==> src/rtl/cpuclk_pkg.sv <==
package cpuclk_pkg;

    localparam int DATA_W  = 32;
    localparam int N_W     = 9;
    localparam int N_LSB   = 20;
    localparam int SEL_W   = 2;
    localparam int SEL_LSB = 2;
    localparam int IN_BIT  = 0;
    localparam int OUT_BIT = 7;
    localparam int CNT_W   = N_W + 1;

    localparam int ADDR_DIVN = 'h00;
    localparam int ADDR_CTRL = 'h40;

    localparam logic [DATA_W-1:0] DIVN_MASK =
        ((DATA_W'(1) << N_W) - DATA_W'(1)) << N_LSB;
    localparam logic [DATA_W-1:0] CTRL_MASK =
        (DATA_W'(1) << OUT_BIT) |
        (((DATA_W'(1) << SEL_W) - DATA_W'(1)) << SEL_LSB) |
        (DATA_W'(1) << IN_BIT);

    typedef enum logic {
        SW_RUN  = 1'b0,
        SW_PARK = 1'b1
    } sw_state_e;

    typedef struct packed {
        logic             out_sel;
        logic             in_sel;
        logic [SEL_W-1:0] div_sel;
        logic [N_W-1:0]   n;
    } clk_ctrl_t;

    // Number of source half-periods per divided-clock phase; 0 means stopped.
    function automatic logic [CNT_W-1:0] div_ratio(input logic [SEL_W-1:0] sel,
                                                   input logic [N_W-1:0]   n);
        logic [CNT_W-1:0] r;
        case (sel)
            2'd0:    r = CNT_W'(1);
            2'd1:    r = CNT_W'(2);
            2'd2:    r = CNT_W'(3);
            default: r = {n, 1'b0};
        endcase
        return r;
    endfunction

endpackage

==> src/rtl/cpuclk_regs.sv <==
module cpuclk_regs
    import cpuclk_pkg::*;
#(
    parameter int ADDR_W = 8
) (
    input  logic              clk,
    input  logic              rst,
    input  logic              we_i,
    input  logic [ADDR_W-1:0] addr_i,
    input  logic [DATA_W-1:0] wdata_i,
    output logic [DATA_W-1:0] rdata_o,
    output clk_ctrl_t         ctrl_o
);

    logic [DATA_W-1:0] divn_q;
    logic [DATA_W-1:0] ctrl_q;
    logic              hit_divn;
    logic              hit_ctrl;

    assign hit_divn = (addr_i == ADDR_W'(ADDR_DIVN));
    assign hit_ctrl = (addr_i == ADDR_W'(ADDR_CTRL));

    always_ff @(posedge clk) begin
        if (rst) begin
            divn_q <= '0;
            ctrl_q <= '0;
        end else if (we_i) begin
            if (hit_divn) divn_q <= wdata_i & DIVN_MASK;
            if (hit_ctrl) ctrl_q <= wdata_i & CTRL_MASK;
        end
    end

    always_comb begin
        if (hit_divn)      rdata_o = divn_q;
        else if (hit_ctrl) rdata_o = ctrl_q;
        else               rdata_o = '0;
    end

    assign ctrl_o.n       = divn_q[N_LSB +: N_W];
    assign ctrl_o.div_sel = ctrl_q[SEL_LSB +: SEL_W];
    assign ctrl_o.in_sel  = ctrl_q[IN_BIT];
    assign ctrl_o.out_sel = ctrl_q[OUT_BIT];

    // writes to unmapped addresses leave both registers untouched
    p_unmapped_write_ignored_r2: assert property (@(posedge clk) disable iff (rst)
        (we_i && !hit_divn && !hit_ctrl) |=> ($stable(divn_q) && $stable(ctrl_q)))
        else $error("unmapped write changed a register");

endmodule

==> src/rtl/cpuclk_glitchless_sel.sv <==
module cpuclk_glitchless_sel
    import cpuclk_pkg::*;
(
    input  logic clk,
    input  logic rst,
    input  logic a_i,     // source for sel_i == 0
    input  logic b_i,     // source for sel_i == 1
    input  logic sel_i,
    output logic y_o
);

    sw_state_e st_q;
    logic      cur_q;
    logic      old_src;
    logic      new_src;

    assign old_src = cur_q ? b_i : a_i;
    assign new_src = sel_i ? b_i : a_i;

    always_ff @(posedge clk) begin
        if (rst) begin
            st_q  <= SW_RUN;
            cur_q <= 1'b0;
            y_o   <= 1'b0;
        end else begin
            case (st_q)
                SW_RUN: begin
                    if (sel_i != cur_q && !old_src) begin
                        st_q <= SW_PARK;
                        y_o  <= 1'b0;
                    end else begin
                        y_o  <= old_src;
                    end
                end
                default: begin
                    y_o <= 1'b0;
                    if (!new_src) begin
                        cur_q <= sel_i;
                        st_q  <= SW_RUN;
                    end
                end
            endcase
        end
    end

    // output is held low while parked between sources
    p_park_low_r10: assert property (@(posedge clk) disable iff (rst)
        (st_q == SW_PARK) |=> !y_o)
        else $error("selector output high while parked");

    // the active source only changes on leaving the parked state
    p_switch_from_park_r10: assert property (@(posedge clk) disable iff (rst)
        !$stable(cur_q) |-> ($past(st_q) == SW_PARK))
        else $error("selector source changed outside park");

    // parking begins only while the old source is low
    p_enter_park_low_r10: assert property (@(posedge clk) disable iff (rst)
        (st_q == SW_RUN && sel_i != cur_q && old_src) |=> (st_q == SW_RUN))
        else $error("selector parked while old source high");

endmodule

==> src/rtl/cpuclk_divider.sv <==
module cpuclk_divider
    import cpuclk_pkg::*;
(
    input  logic             clk,
    input  logic             rst,
    input  logic             src_i,
    input  logic [SEL_W-1:0] div_sel_i,
    input  logic [N_W-1:0]   n_i,
    output logic             clk_o
);

    logic             src_q;
    logic             src_edge;
    logic [CNT_W-1:0] cnt_q;
    logic [CNT_W-1:0] ratio_q;
    logic [CNT_W-1:0] ratio_req;

    assign ratio_req = div_ratio(div_sel_i, n_i);
    assign src_edge  = src_i ^ src_q;

    always_ff @(posedge clk) begin
        if (rst) begin
            src_q   <= 1'b0;
            cnt_q   <= '0;
            ratio_q <= CNT_W'(1);
            clk_o   <= 1'b0;
        end else begin
            src_q <= src_i;
            if (ratio_q == '0) begin
                clk_o <= 1'b0;
                cnt_q <= '0;
                if (src_edge) ratio_q <= ratio_req;
            end else if (src_edge) begin
                if (cnt_q == ratio_q - CNT_W'(1)) begin
                    cnt_q <= '0;
                    clk_o <= ~clk_o;
                    if (clk_o) ratio_q <= ratio_req;   // end of a full period
                end else begin
                    cnt_q <= cnt_q + CNT_W'(1);
                end
            end
        end
    end

    // a stopped divider drives its clock low
    p_stopped_low_r8: assert property (@(posedge clk) disable iff (rst)
        (ratio_q == '0) |=> !clk_o)
        else $error("stopped divider clock not low");

    // the active ratio only changes where the divided clock falls
    p_ratio_at_period_end_r9: assert property (@(posedge clk) disable iff (rst)
        (!$stable(ratio_q) && $past(ratio_q) != '0) |-> $fell(clk_o))
        else $error("ratio changed mid-period");

    // the half-period counter stays inside the active ratio
    p_cnt_bound_r7: assert property (@(posedge clk) disable iff (rst)
        (ratio_q != '0) |-> (cnt_q < ratio_q))
        else $error("divider count out of range");

    // the divided clock only moves on a source edge
    p_toggle_on_edge_r7: assert property (@(posedge clk) disable iff (rst)
        (!src_edge && ratio_q != '0) |=> $stable(clk_o))
        else $error("divided clock moved without a source edge");

endmodule

==> src/rtl/cpuclk_gen.sv <==
module cpuclk_gen
    import cpuclk_pkg::*;
#(
    parameter int ADDR_W = 8
) (
    input  logic              clk,
    input  logic              rst,
    input  logic              bus_we,
    input  logic [ADDR_W-1:0] bus_addr,
    input  logic [31:0]       bus_wdata,
    output logic [31:0]       bus_rdata,
    input  logic              pll_clk_i,
    input  logic              xtal_clk_i,
    output logic              cpu_clk_o
);

    clk_ctrl_t ctrl;
    logic      pll_s;
    logic      xtal_s;
    logic      div_src;
    logic      div_clk;

    always_ff @(posedge clk) begin
        if (rst) begin
            pll_s  <= 1'b0;
            xtal_s <= 1'b0;
        end else begin
            pll_s  <= pll_clk_i;
            xtal_s <= xtal_clk_i;
        end
    end

    cpuclk_regs #(.ADDR_W(ADDR_W)) u_regs (
        .clk     (clk),
        .rst     (rst),
        .we_i    (bus_we),
        .addr_i  (bus_addr),
        .wdata_i (bus_wdata),
        .rdata_o (bus_rdata),
        .ctrl_o  (ctrl)
    );

    cpuclk_glitchless_sel u_src_sel (
        .clk   (clk),
        .rst   (rst),
        .a_i   (xtal_s),
        .b_i   (pll_s),
        .sel_i (ctrl.in_sel),
        .y_o   (div_src)
    );

    cpuclk_divider u_div (
        .clk       (clk),
        .rst       (rst),
        .src_i     (div_src),
        .div_sel_i (ctrl.div_sel),
        .n_i       (ctrl.n),
        .clk_o     (div_clk)
    );

    cpuclk_glitchless_sel u_out_sel (
        .clk   (clk),
        .rst   (rst),
        .a_i   (xtal_s),
        .b_i   (div_clk),
        .sel_i (ctrl.out_sel),
        .y_o   (cpu_clk_o)
    );

endmodule

==> config.mk <==
export PLATFORM = sky130hd
export DESIGN_NAME = cpuclk_gen
export DESIGN_NICKNAME = d
export VERILOG_FILES = /design/src/rtl/cpuclk_pkg.sv /design/src/rtl/cpuclk_regs.sv /design/src/rtl/cpuclk_glitchless_sel.sv /design/src/rtl/cpuclk_divider.sv /design/src/rtl/cpuclk_gen.sv
export SDC_FILE = /design/constraint.sdc
export NUM_CORES = 1
export LEC_CHECK = 0
export BUFFER_PORTS_ARGS = -buffer_cell sky130_fd_sc_hd__clkbuf_2
export CELL_PAD_IN_SITES_DETAIL_PLACEMENT = 1
export CELL_PAD_IN_SITES_GLOBAL_PLACEMENT = 1
export CORE_ASPECT_RATIO = 1.75
export CORE_MARGIN = 2
export CORE_UTILIZATION = 35
export CTS_BUF_LIST = sky130_fd_sc_hd__clkbuf_2 sky130_fd_sc_hd__clkbuf_4 sky130_fd_sc_hd__clkbuf_8
export DETAILED_ROUTE_END_ITERATION = 7
export HOLD_SLACK_MARGIN = 0.03
export PLACE_DENSITY = 0.83
export SLEW_MARGIN = 25
export SYNTH_ARGS = -nofsm -noshare
export SYNTH_HDL_FRONTEND = slang
export SYNTH_SLANG_ARGS = --single-unit
==> constraint.sdc <==
create_clock -name clk -period 2.4 [get_ports clk]
set_input_delay 0.48 -clock clk [delete_from_list [all_inputs] [get_ports clk]]
set_output_delay 0.48 -clock clk [all_outputs]
set_load 0.01 [all_outputs]
==> summary.md, run 1 <==
| Metric | Value |
|---|---|
| Slew margin rel. | about three fifths |
| First-pass GRT wire length | around 10000 um |
| Final period util | a little over nine tenths |
| Total wire length | between 6000 and 7000 um |
| Outcome | complete, no violations |
| Synth Area in Compound Gates | about an eighth |
| Worst Setup EP | u_div.clk_o$_SDFFE_PP0P_ |
| HP Start | pll_clk_i |
| Layout cell share with drive strength beyond 1 | between 20 and 25% |
| Cell area after synthesis | 2490 um^2 |
| Cells after Synth | 298 |
| Synth Area in Adders | between 2 and 3% |
| # port buffers | 39 |
| Post-CTS setup buffers | 0 |
| Setup TNS | 0 ns |
| Final std cell area, no fill | a little under 3000 um^2 |
| CP Class | reg2reg |
| Worst-margin pin slew | ~0.58 ns |
| Antenna diode count | 0 |
| Vias/cell | 5.05 |
| Largest area contributor in the netlist | dfxtp_1 |
| Synth cell types | 49 |
| Max-capacitance violation count | 0 |
| Pwr/cell area | between 400 and 500 nW/um^2 |
| Non-Filler Instances | approximately 430 |
| Total iterations of the first detailed-routing run | 4 |
| Cell mode on critical path | or4_4 |
| TritonCTS clock tree | built |
| Dpl cell area | between 2000 and 3000 um^2 |
| Max VDD drop | ~0.4 mV |
| Final min period | between 2 and 2.5 ns |
| Largest net degree at the start of global routing | 28 |
| Ys Warns | 0 |
| Register area share after synthesis | 34.6% |
| Seq cells post-synth | 43 |
| DRT iter0 DRCs | 26 |
| Top-area cell type share of the netlist area | between 30 and 40% |
| Die Ht | 116 um |
| Critical Path RT | roughly 2.6 ns |
| Worst Hold Class | in2reg |
| Vias | between 2k and 2.5k |
| Placed Instances | 420 |
| Drt wl/cell | 14.1 um |
| CP Cell Sequence | or4_4 -> or4_4 -> o32ai_2 -> o21ai_2 -> or4_1 -> a21oi_2 |
| FF-to-FF Start | u_div.ratio_q[2]$_SDFFE_PP0P_ |
| Slowest CP cell | or4_4 |
| Clk sinks | 43 |
| Die area | between 7000 and 8000 um^2 |
| FFs w/ async S/R, synth | 0% |
| Startpoint Class | register |
| End of the worst register-to-register path | u_div.clk_o$_SDFFE_PP0P_ |
| Final hold viol count | 0 |
| XOR/XNOR Fraction of Synth Area | approximately 6.7% |
| Row Count | 40 |
| Total global routing overflow | 0 |
| Reg2Reg Depth | 6 |
| Maximum buffer depth of the clock tree | 2 |
| Util after Layout | 42.0% |
| CP Capture Type | register |
| Simple-Gate Fraction of Synth Area | a little over a quarter |
| Number of antenna violations at the first check in global routing | 0 |
| Critical Path Fanout Max | 3 |
| Area of the multi-input gates | ~1500 um^2 |
| Worst reg2reg setup slack | 0.08 ns |
| Post-synth top cells | 43 x dfxtp_1, 34 x nor2_1, 22 x nand2_1 |
| Fin nets | 393 |
| Worst path arrival time | 2.56 ns |
| FF/Latch Area | 861 um^2 |
| Post-synth EDFFs | 0 |
| Clk pin slew, worst setup/hold paths | around 0.080 ns |
| Gr usage total | between 10% and 20% |
| Core ar. | 6860 um^2 |
| Final setup viols | 0 |
| Main combinational cell family by area after synthesis | simple AND/OR/NAND/NOR gates |
| Hold Buf Count CTS | 0 |
| Fmax | roughly 0.43 GHz |
| Die W | 67.7 um |
| Worst skew pair latency | 0.31 ns |
| Final-report max-slew violation count | 0 |
| Fillers | around 830 |
| Leak pwr | 1.26 nW |
| Crit. Startpoint | u_div.ratio_q[2]$_SDFFE_PP0P_ |
| Num CTS Buffers | 5 |
| Synth area leaders | dfxtp_1 35%, mux2i_1 6.8%, buf_4 5.7% |
| Syn Area/Cell | 8.35 um^2 |
| Initial Utilization | ~36% |
| Hpwl dp | ~4600 um |
| Root Buffer | clkbuf_8 |
| Clk_skew | ~0.0077 ns |
| H-tree depth | 2 |
| Worst path max stage delay | 0.55 ns |
| Top_reg_cell synth | dfxtp_1 |
| RePlAce Congestion | 0.830 |
| Area growth from synthesis to layout | 15.8% |
| Count leader, synth | dfxtp_1 |
| Post-synthesis mux area share | 7.44% |
| Io pins | a little under 80 |
| Drt drc | 0 |
| Vias in the first global route | ~2.2k |
| Post-DRT Antenna Nets | 0 |
==> metal layers <==
| metal | vias up | global-route usage (%) | routed length, um |
|---|---|---|---|
| met1 | 1027 | 16.8 | 2340 |
| li1 | 1078 | - | - |
| met2 | 46 | 32.3 | 3350 |
| met4 | 0 | 7.76 | 168 |
| met3 | 10 | 1.84 | 180 |
| met5 | - | 0 | 0 |
==> cells in the final DEF, fill, tap and decap left out, drive strengths merged, types with 2 or more instances in the layout <==
| cell type | count |
|---|---|
| and3b | 2 |
| a221oi | 3 |
| nand2 | 22 |
| buf | 11 |
| nor3b | 2 |
| or4 | 3 |
| nor3 | 9 |
| and2 | 9 |
| nor4 | 3 |
| nand3 | 12 |
| nand2b | 8 |
| or2b | 3 |
| conb | 19 |
| xnor2 | 8 |
| and3 | 2 |
| xor2 | 11 |
| a211oi | 2 |
| o21ai | 6 |
| nand4 | 5 |
| mux2i | 17 |
| inv | 10 |
| ha | 5 |
| o31ai | 2 |
| nor2 | 34 |
| nand3b | 8 |
| dfxtp | 43 |
| clkbuf | 45 |
| nor2b | 4 |
| a21oi | 18 |
==> power breakdown <==
group          internal [W]   total, W  switching [W]
Sequential         0.000718   0.000725     0.00000687
Combinational     0.0000326  0.0000820      0.0000494
Clock              0.000337   0.000602       0.000265
Total               0.00109    0.00141       0.000321
==> kinds of logic after synthesis <==
family	after synthesis
fa+ha+maj	5
flops	43
compound gates	43
other cells	1
xor+xnor	19
mux	18
simple gates	129
buf+inv	40
==> worst max-delay path: cells and delay by family (launching register included) <==
family,cells,cell delay [ns]
compound gates,3,0.46
flops,1,0.32
simple gates,3,1.48
==> what timing repair did <==
action,4_1_cts,5_1_grt
gates resized for setup,1,4
setup endpoints to repair,1,11
pin swaps,0,1
==> metrics by stage <==
| step | setup WS, ns | hold slack (ns) | power [W] |
|---|---|---|---|
| finish | 0.0786 | 0.383 | 0.00141 |
| global route | -0.00476 | 0.375 | 0.00146 |
| CTS | 0.0196 | 0.376 | 0.00142 |
| detailed placement | 0.0350 | 0.464 | 0.000823 |
| global placement | 0.0584 | 0.456 | 0.000821 |
| floorplan | 0.0143 | 0.444 | 0.000811 |
==> worst min path at each step <==
| stage | endpoint | slack [ns] | depth (start not counted) |
|---|---|---|---|
| 2_1_floorplan | u_regs.divn_q[20]$_SDFFE_PP0P_ | 0.44 | 2 |
| 3_3_place_gp | u_regs.divn_q[28]$_SDFFE_PP0P_ | 0.46 | 2 |
| 3_5_place_dp | u_regs.divn_q[28]$_SDFFE_PP0P_ | 0.46 | 2 |
| 4_1_cts | pll_s$_SDFF_PP0_ | 0.38 | 2 |
| 5_1_grt | pll_s$_SDFF_PP0_ | 0.38 | 2 |
| 6_report | pll_s$_SDFF_PP0_ | 0.38 | 2 |
==> registers in the layout, indices dropped and copies added, names as in the netlist, 4 cells and up <==
register       flops
u_div.cnt_q       10
u_div.ratio_q     10
u_regs.divn_q      9
u_regs.ctrl_q      4
==> area by class of cell <==
| type | count | area share (%) |
|---|---|---|
| Clock buffer | 6 | 2.87 |
| Clock inverter | 2 | 1.22 |
| Inverter | 10 | 1.30 |
| Multi-Input combinational cell | 233 | 51.3 |
| Sequential cell | 43 | 29.9 |
| Tap cell | 84 | 3.65 |
| Timing Repair Buffer | 50 | 9.77 |
Power figures use the tool's default switching activity.
==> run 2: changes to the inputs <==
--- a/config.mk
+++ b/config.mk
@@ -10,12 +10,13 @@
 export CELL_PAD_IN_SITES_GLOBAL_PLACEMENT = 1
 export CORE_ASPECT_RATIO = 1.75
 export CORE_MARGIN = 2
-export CORE_UTILIZATION = 35
+export CORE_UTILIZATION = 38
 export CTS_BUF_LIST = sky130_fd_sc_hd__clkbuf_2 sky130_fd_sc_hd__clkbuf_4 sky130_fd_sc_hd__clkbuf_8
 export DETAILED_ROUTE_END_ITERATION = 7
 export HOLD_SLACK_MARGIN = 0.03
-export PLACE_DENSITY = 0.83
+export PLACE_DENSITY = 0.86
 export SLEW_MARGIN = 25
 export SYNTH_ARGS = -nofsm -noshare
 export SYNTH_HDL_FRONTEND = slang
 export SYNTH_SLANG_ARGS = --single-unit
+export TNS_END_PERCENT = 100
==> constraint.sdc (replaced) <==
create_clock -name clk -period 2.6 [get_ports clk]
set_input_delay 0.52 -clock clk [delete_from_list [all_inputs] [get_ports clk]]
set_output_delay 0.52 -clock clk [all_outputs]
set_load 0.01 [all_outputs]
==> run 2 against run 1 <==
Compared with the run above:
- via count down 0.69%
- critical path depth up 1
- critical endpoint is now u_div.ratio_q[5]$_SDFFE_PP0P_
- highest routed layer unchanged
- die area down 7.5%
- utilization up 1.5 points
- fmax down 6.1%
- sequential power down 7.7%
- sequential share of layout area up 0.85 points
- count of clock-buffer cells in the layout up 1
- critical path type unchanged
==> summary.md, run 2 (synthesis gave the netlist of run 1 again) <==
| Metric | Value |
|---|---|
| Drt drc | 0 (unchanged) |
| Clk_skew | 0.00530 ns (was 0.00769 ns) |
| Die W | 65.2 um (was 67.7 um) |
| Vias | 2146 (was 2161) |
| Worst Hold Class | in2reg (unchanged) |
| Dpl ws | 0.135 ns (was 0.0350 ns) |
| Io pins | 78 (unchanged) |
| Final-report max-slew violation count | 0 (unchanged) |
| Number of antenna violations at the first check in global routing | 0 (unchanged) |
| Int Pwr | 0.000933 W (was 0.00109 W) |
| Clk sinks | 43 (unchanged) |
| Leak pwr | 1.22 nW (was 1.26 nW) |
| CP Capture Type | register (unchanged) |
| FF/Latch Area | 861 um^2 (unchanged) |
| Final period util | 95.1% (was 96.7%) |
| Post-CTS setup buffers | 0 (unchanged) |
| Row Count | 39 (was 40) |
| Die area | 7230 um^2 (was 7820 um^2) |
| Max VDD drop | 0.319 mV (was 0.395 mV) |
| Final hold viol count | 0 (unchanged) |
| Total wire length | 5840 um (was 6040 um) |
| Top Metal Used | met4 (unchanged) |
| Post-DRT Antenna Nets | 0 (unchanged) |
| First-pass GRT wire length | 9760 um (was 9990 um) |
| Total iterations of the first detailed-routing run | 4 (unchanged) |
| Leading registers by flop count | u_div.cnt_q: 10 flops, u_div.ratio_q: 10 flops, u_regs.divn_q: 9 flops (unchanged) |
| CP Cell Sequence | or4_4 -> or4_4 -> o32ai_2 -> o21a_2 -> a41oi_2 -> buf_4 -> mux2i_1 (was or4_4 -> or4_4 -> o32ai_2 -> o21ai_2 -> or4_1 -> a21oi_2) |
| Routed length on met2 | 3380 um (was 3350 um) |
| Critical Path RT | 2.80 ns (was 2.64 ns) |
| Clk pin slew, worst setup/hold paths | 0.08 ns (about the same) |
| Area growth from synthesis to layout | 12.6% (was 15.8%) |
| CP Class | reg2reg (unchanged) |
| Final min period | 2.47 ns (was 2.32 ns) |
| Worst-margin pin slew | 0.530 ns (was 0.578 ns) |
| Most frequent cells in the layout | 43 x dfxtp_1, 39 x clkbuf_2, 34 x nor2_1 (unchanged) |
| Die Ht | 111 um (was 116 um) |
| Area of the multi-input gates | 1460 um^2 (was 1480 um^2) |
| Worst path max stage delay | 0.56 ns (was 0.55 ns) |
| Clock Power Share | 39.6% (was 42.7%) |
| Hpwl dp | 4510 um (was 4570 um) |
| RePlAce Congestion | 0.837 (was 0.830) |
| Critical Path Fanout Max | 8 (was 3) |
| Antenna diode count | 0 (unchanged) |
| Metal-1 WL | 2140 um (was 2340 um) |
| Util after Layout | 43.5% (was 42.0%) |
| Core ar. | 6440 um^2 (was 6860 um^2) |
| Combinational group share of total power | 6.0% (was 5.8%) |
| Slowest CP cell | or4_4 (unchanged) |
| Startpoint Class | register (unchanged) |
| RSZ-0062 raised after global routing | false |
| Power, Total | 0.00123 W (was 0.00141 W) |
| Total global routing overflow | 0 (unchanged) |
| Critical path buffer and inverter count | 1 (was 0) |
| Worst skew pair latency | 0.31 ns (about the same) |
| Cell mode on critical path | or4_4 (unchanged) |
| Most common cell after layout, fill and taps aside | dfxtp_1 (unchanged) |
| H-tree depth | 2 (unchanged) |
| Layout cell share with drive strength beyond 1 | 18.3% (was 20.3%) |
| Vias in the first global route | 2242 (was 2225) |
| Outcome | complete, no violations (unchanged) |
| WL met3 | 200 um (was 180 um) |
| TritonCTS clock tree | built (unchanged) |
| Sequential power share | 54.5% (was 51.5%) |
| Final worst slack | 0.128 ns (was 0.0786 ns) |
| Setup TNS | 0 ns (unchanged) |
| Post-CTS sizing | 0 (was 1) |
| Fmax | 0.404 GHz (was 0.431 GHz) |
| Drt wl/cell | 13.9 um (was 14.1 um) |
| Maximum buffer depth of the clock tree | 2 (unchanged) |
| Final setup viols | 0 (unchanged) |
| Num CTS Buffers | 5 (unchanged) |
| Fin nets | 388 (was 393) |
| Worst path arrival time | 2.67 ns (was 2.56 ns) |
| Hold Buf Count CTS | 0 (unchanged) |
| Slew margin rel. | 64.4% (was 61.2%) |
| Initial Utilization | 38.6% (was 36.3%) |
| Max-capacitance violation count | 0 (unchanged) |
| P_sw | 0.000296 W (was 0.000321 W) |
| Pwr/cell area | 439 nW/um^2 (was 489 nW/um^2) |
| Largest net degree at the start of global routing | 23 (was 28) |
| Root Buffer | clkbuf_8 (unchanged) |
| Final std cell area, no fill | 2800 um^2 (was 2880 um^2) |
| Switching Share | 24.1% (was 22.8%) |
| Gr usage total | 16.8% (was 16.6%) |
| # port buffers | 39 (unchanged) |
| DRT iter0 DRCs | 34 (was 26) |
| Fillers | 831 (was 828) |
| CP delay by family, top | simple AND/OR/NAND/NOR gates (unchanged) |
| Vias/cell | 5.10 (was 5.05) |
| Dpl cell area | 2700 um^2 (was 2740 um^2) |
-- run 2: through the flow --
stage / hold slack, ns / std cells
finish: 0.432 / 421
global route: 0.438 / 421
CTS: 0.434 / 421
detailed placement: 0.462 / 413
global placement: 0.456 / 413
floorplan: 0.444 / 316
-- run 2: final cells by class --
type                    instances  share of cell area (%)
clock buffers                   7                    3.44
inverters                      10                    1.34
repair buffers                 45                    8.58
flip-flops and latches         43                    30.7
multi-input cells             233                    52.0
well taps                      82                    3.66
clock inverters                 1                   0.268
-- run 2: layer usage --
layer	vias to the layer above	GRT usage, %
met3	8	2.74
met1	1023	16.0
met4	0	6.94
met2	46	33.4
li1	1069	-
met5	-	0
-- run 2: power by group through the flow --
stage / sequential, W / clock, W / combinational, W
floorplan: 0.000683 / 0 / 0.0000657
global placement: 0.000684 / 0 / 0.0000705
detailed placement: 0.000685 / 0 / 0.0000725
CTS: 0.000669 / 0.000492 / 0.0000731
global route: 0.000670 / 0.000512 / 0.0000807
finish: 0.000669 / 0.000486 / 0.0000731
-- run 2: path summary, 6_finish.rpt --
path / from / endpoint / slack (ns) / depth (start not counted)
hold reg to reg: u_regs.divn_q[21]$_SDFFE_PP0P_ / u_regs.divn_q[21]$_SDFFE_PP0P_ / 0.47 / 2
setup / recovery: u_div.ratio_q[3]$_SDFFE_PP0P_ / u_div.ratio_q[5]$_SDFFE_PP0P_ / 0.13 / 7
hold / removal: pll_clk_i / pll_s$_SDFF_PP0_ / 0.43 / 2
setup reg to reg: u_div.ratio_q[3]$_SDFFE_PP0P_ / u_div.ratio_q[5]$_SDFFE_PP0P_ / 0.13 / 7
-- run 2: worst register-to-register path, stage by stage (launching register included) --
cell	delay (ns)
dfxtp_1	0.39
or4_4	0.56
or4_4	0.43
o32ai_2	0.20
o21a_2	0.22
a41oi_2	0.18
buf_4	0.25
mux2i_1	0.14
==> run 3: changes to the inputs <==
--- a/config.mk
+++ b/config.mk
@@ -9,7 +9,6 @@
 export CELL_PAD_IN_SITES_DETAIL_PLACEMENT = 1
 export CELL_PAD_IN_SITES_GLOBAL_PLACEMENT = 1
 export CORE_ASPECT_RATIO = 1.75
-export CORE_MARGIN = 2
 export CORE_UTILIZATION = 38
 export CTS_BUF_LIST = sky130_fd_sc_hd__clkbuf_2 sky130_fd_sc_hd__clkbuf_4 sky130_fd_sc_hd__clkbuf_8
 export DETAILED_ROUTE_END_ITERATION = 7
==> constraint.sdc (replaced) <==
create_clock -name clk -period 2.6 [get_ports clk]
set_input_delay 0.13 -clock clk [delete_from_list [all_inputs] [get_ports clk]]
set_output_delay 0.13 -clock clk [all_outputs]
set_load 0.01 [all_outputs]
==> run 3 against run 2 <==
Compared with the run above:
- register-to-register slack improved by 0.05 ns
- highest routed layer unchanged
- sequential power about the same
- final cell count down 0.24%
- critical path depth unchanged
- non-clock buffer count increased by 1
- wire length is 0.38% higher
- clock skew hardly changed
- combinational power about the same
- utilization up 1.7 points
- via count is 0.19% lower
- worst hold slack got worse by 0.40 ns
- die area fell by 4.8%
==> summary.md, run 3 (synthesis gave the netlist of run 1 again) <==
| Metric | Value |
|---|---|
| CP Capture Type | register (unchanged) |
| RePlAce Congestion | 0.873 (was 0.837) |
| Final-report max-slew violation count | 0 (unchanged) |
| Cell mode on critical path | or4_4 (unchanged) |
| Maximum buffer depth of the clock tree | 2 (unchanged) |
| Layout cell share with drive strength beyond 1 | 18.5% (was 18.3%) |
| Io pins | 78 (unchanged) |
| Total iterations of the first detailed-routing run | 4 (unchanged) |
| Worst Hold Class | in2reg (unchanged) |
| Worst path arrival time | 2.62 ns (was 2.67 ns) |
| Final min period | 2.42 ns (was 2.47 ns) |
| Drt wl/cell | 14.0 um (was 13.9 um) |
| Root Buffer | clkbuf_8 (unchanged) |
| Post-CTS sizing | 0 (unchanged) |
| Die area | 6890 um^2 (was 7230 um^2) |
| Initial Utilization | 39.6% (was 38.6%) |
| Gr usage total | 17.6% (was 16.8%) |
| Clk sinks | 43 (unchanged) |
| CP delay by family, top | simple AND/OR/NAND/NOR gates (unchanged) |
| Final period util | 93.2% (was 95.1%) |
| Worst-margin pin slew | 0.605 ns (was 0.530 ns) |
| CP Class | reg2reg (unchanged) |
| Pwr/cell area | 483 nW/um^2 (was 439 nW/um^2) |
| Slowest CP cell | or4_4 (unchanged) |
| Critical path buffer and inverter count | 1 (unchanged) |
| Clk pin slew, worst setup/hold paths | 0.09 ns (was 0.08 ns) |
| Hold Buf Count CTS | 0 (unchanged) |
| Post-CTS setup buffers | 0 (unchanged) |
| Area growth from synthesis to layout | 14.1% (was 12.6%) |
| Placed Instances | 412 (was 413) |
| Setup TNS | 0 ns (unchanged) |
| Post-DRT Antenna Nets | 0 (unchanged) |
| # port buffers | 39 (unchanged) |
| Worst path max stage delay | 0.55 ns (was 0.56 ns) |
| Worst skew pair latency | 0.30 ns (was 0.31 ns) |
| Slew margin rel. | 59.4% (was 64.4%) |
| Critical Path RT | 2.79 ns (was 2.80 ns) |
| Antenna diode count | 0 (unchanged) |
| Core ar. | 6280 um^2 (was 6440 um^2) |
| Clk_skew | 0.00558 ns (was 0.00530 ns) |
| Outcome | complete, no violations (unchanged) |
| Number of antenna violations at the first check in global routing | 0 (unchanged) |
| Final setup viols | 0 (unchanged) |
| Final hold viol count | 0 (unchanged) |
| Vias | 2142 (was 2146) |
| RSZ-0062 raised after global routing | false (unchanged) |
| Leak pwr | 1.24 nW (was 1.22 nW) |
| Vias/cell | 5.10 (about the same) |
| Row Count | 38 (was 39) |
| Power, Total | 0.00137 W (was 0.00123 W) |
| Die Ht | 109 um (was 111 um) |
| Max-capacitance violation count | 0 (unchanged) |
| Num CTS Buffers | 5 (unchanged) |
| DRT iter0 DRCs | 31 (was 34) |
| Critical Path Fanout Max | 8 (unchanged) |
| Die W | 63.2 um (was 65.2 um) |
| Fmax | 0.413 GHz (was 0.404 GHz) |
| Startpoint Class | register (unchanged) |
| Max VDD drop | 0.332 mV (was 0.319 mV) |
| Total wire length | 5860 um (was 5840 um) |
| Vias in the first global route | 2106 (was 2242) |
| Final hold slack | 0.0362 ns (was 0.432 ns) |
| Hpwl dp | 4410 um (was 4510 um) |
| CP Cell Sequence | or4_4 -> or4_4 -> o32ai_2 -> o21a_2 -> a41oi_2 -> buf_4 -> mux2i_1 (unchanged) |
| H-tree depth | 2 (unchanged) |
| Largest net degree at the start of global routing | 27 (was 23) |
| TritonCTS clock tree | built (unchanged) |
| Total global routing overflow | 0 (unchanged) |
| Most frequent cells in the layout | 43 x dfxtp_1, 39 x clkbuf_2, 34 x nor2_1 (unchanged) |
| First-pass GRT wire length | 9400 um (was 9760 um) |
| Non-Filler Instances | 420 (was 421) |
| Leading registers by flop count | u_div.cnt_q: 10 flops, u_div.ratio_q: 10 flops, u_regs.divn_q: 9 flops (unchanged) |
| Most common cell after layout, fill and taps aside | dfxtp_1 (unchanged) |
| Fin nets | 389 (was 388) |
| Drt drc | 0 (unchanged) |
## run 3: cell count changes in the layout (fill, tap and decap cells not counted)
cell	before	now
buf_4	6	7
clkbuf_8	7	5
bufinv_16	0	2
## run 3: area by class of cell
cell class | count | area, um^2
Clock inverter | 3 | 67.6
Multi-Input combinational cell | 233 | 1460
Clock buffer | 5 | 68.8
Inverter | 10 | 37.5
Tap cell | 80 | 100
Fill cell | 823 | 3440
Timing Repair Buffer | 46 | 248
Sequential cell | 43 | 861
## run 3: layer usage
metal	share of wire, %	wire length, um	global-route usage (%)
met2	56	3260	35.7
met3	3.0	174	2.82
met5	0	0	0
met4	2.7	156	8.97
met1	39	2270	16.2
## run 3: worst paths after layout
kind              cells after the start                      startpoint                             end  slack, ns
setup reg to reg                      7   u_div.ratio_q[3]$_SDFFE_PP0P_   u_div.ratio_q[8]$_SDFFE_PP0P_       0.18
hold reg to reg                       2  u_regs.divn_q[27]$_SDFFE_PP0P_  u_regs.divn_q[27]$_SDFFE_PP0P_       0.47
setup / recovery                      7   u_div.ratio_q[3]$_SDFFE_PP0P_   u_div.ratio_q[8]$_SDFFE_PP0P_       0.18
hold / removal                        2                      xtal_clk_i               xtal_s$_SDFF_PP0_       0.04
## run 3: power by group
group / internal [W] / total, W / switching [W]
Combinational: 0.0000284 / 0.0000731 / 0.0000447
Clock: 0.000383 / 0.000629 / 0.000246
Sequential: 0.000663 / 0.000669 / 0.00000645
## run 3: metrics by stage
stage	setup WS, ns	cell area [um^2]	util, %
floorplan	0.196	2550	-
global placement	0.197	2700	43.1
detailed placement	0.162	2700	43.1
CTS	0.155	2840	45.2
global route	0.0606	2840	45.2
finish	0.176	2840	45.2
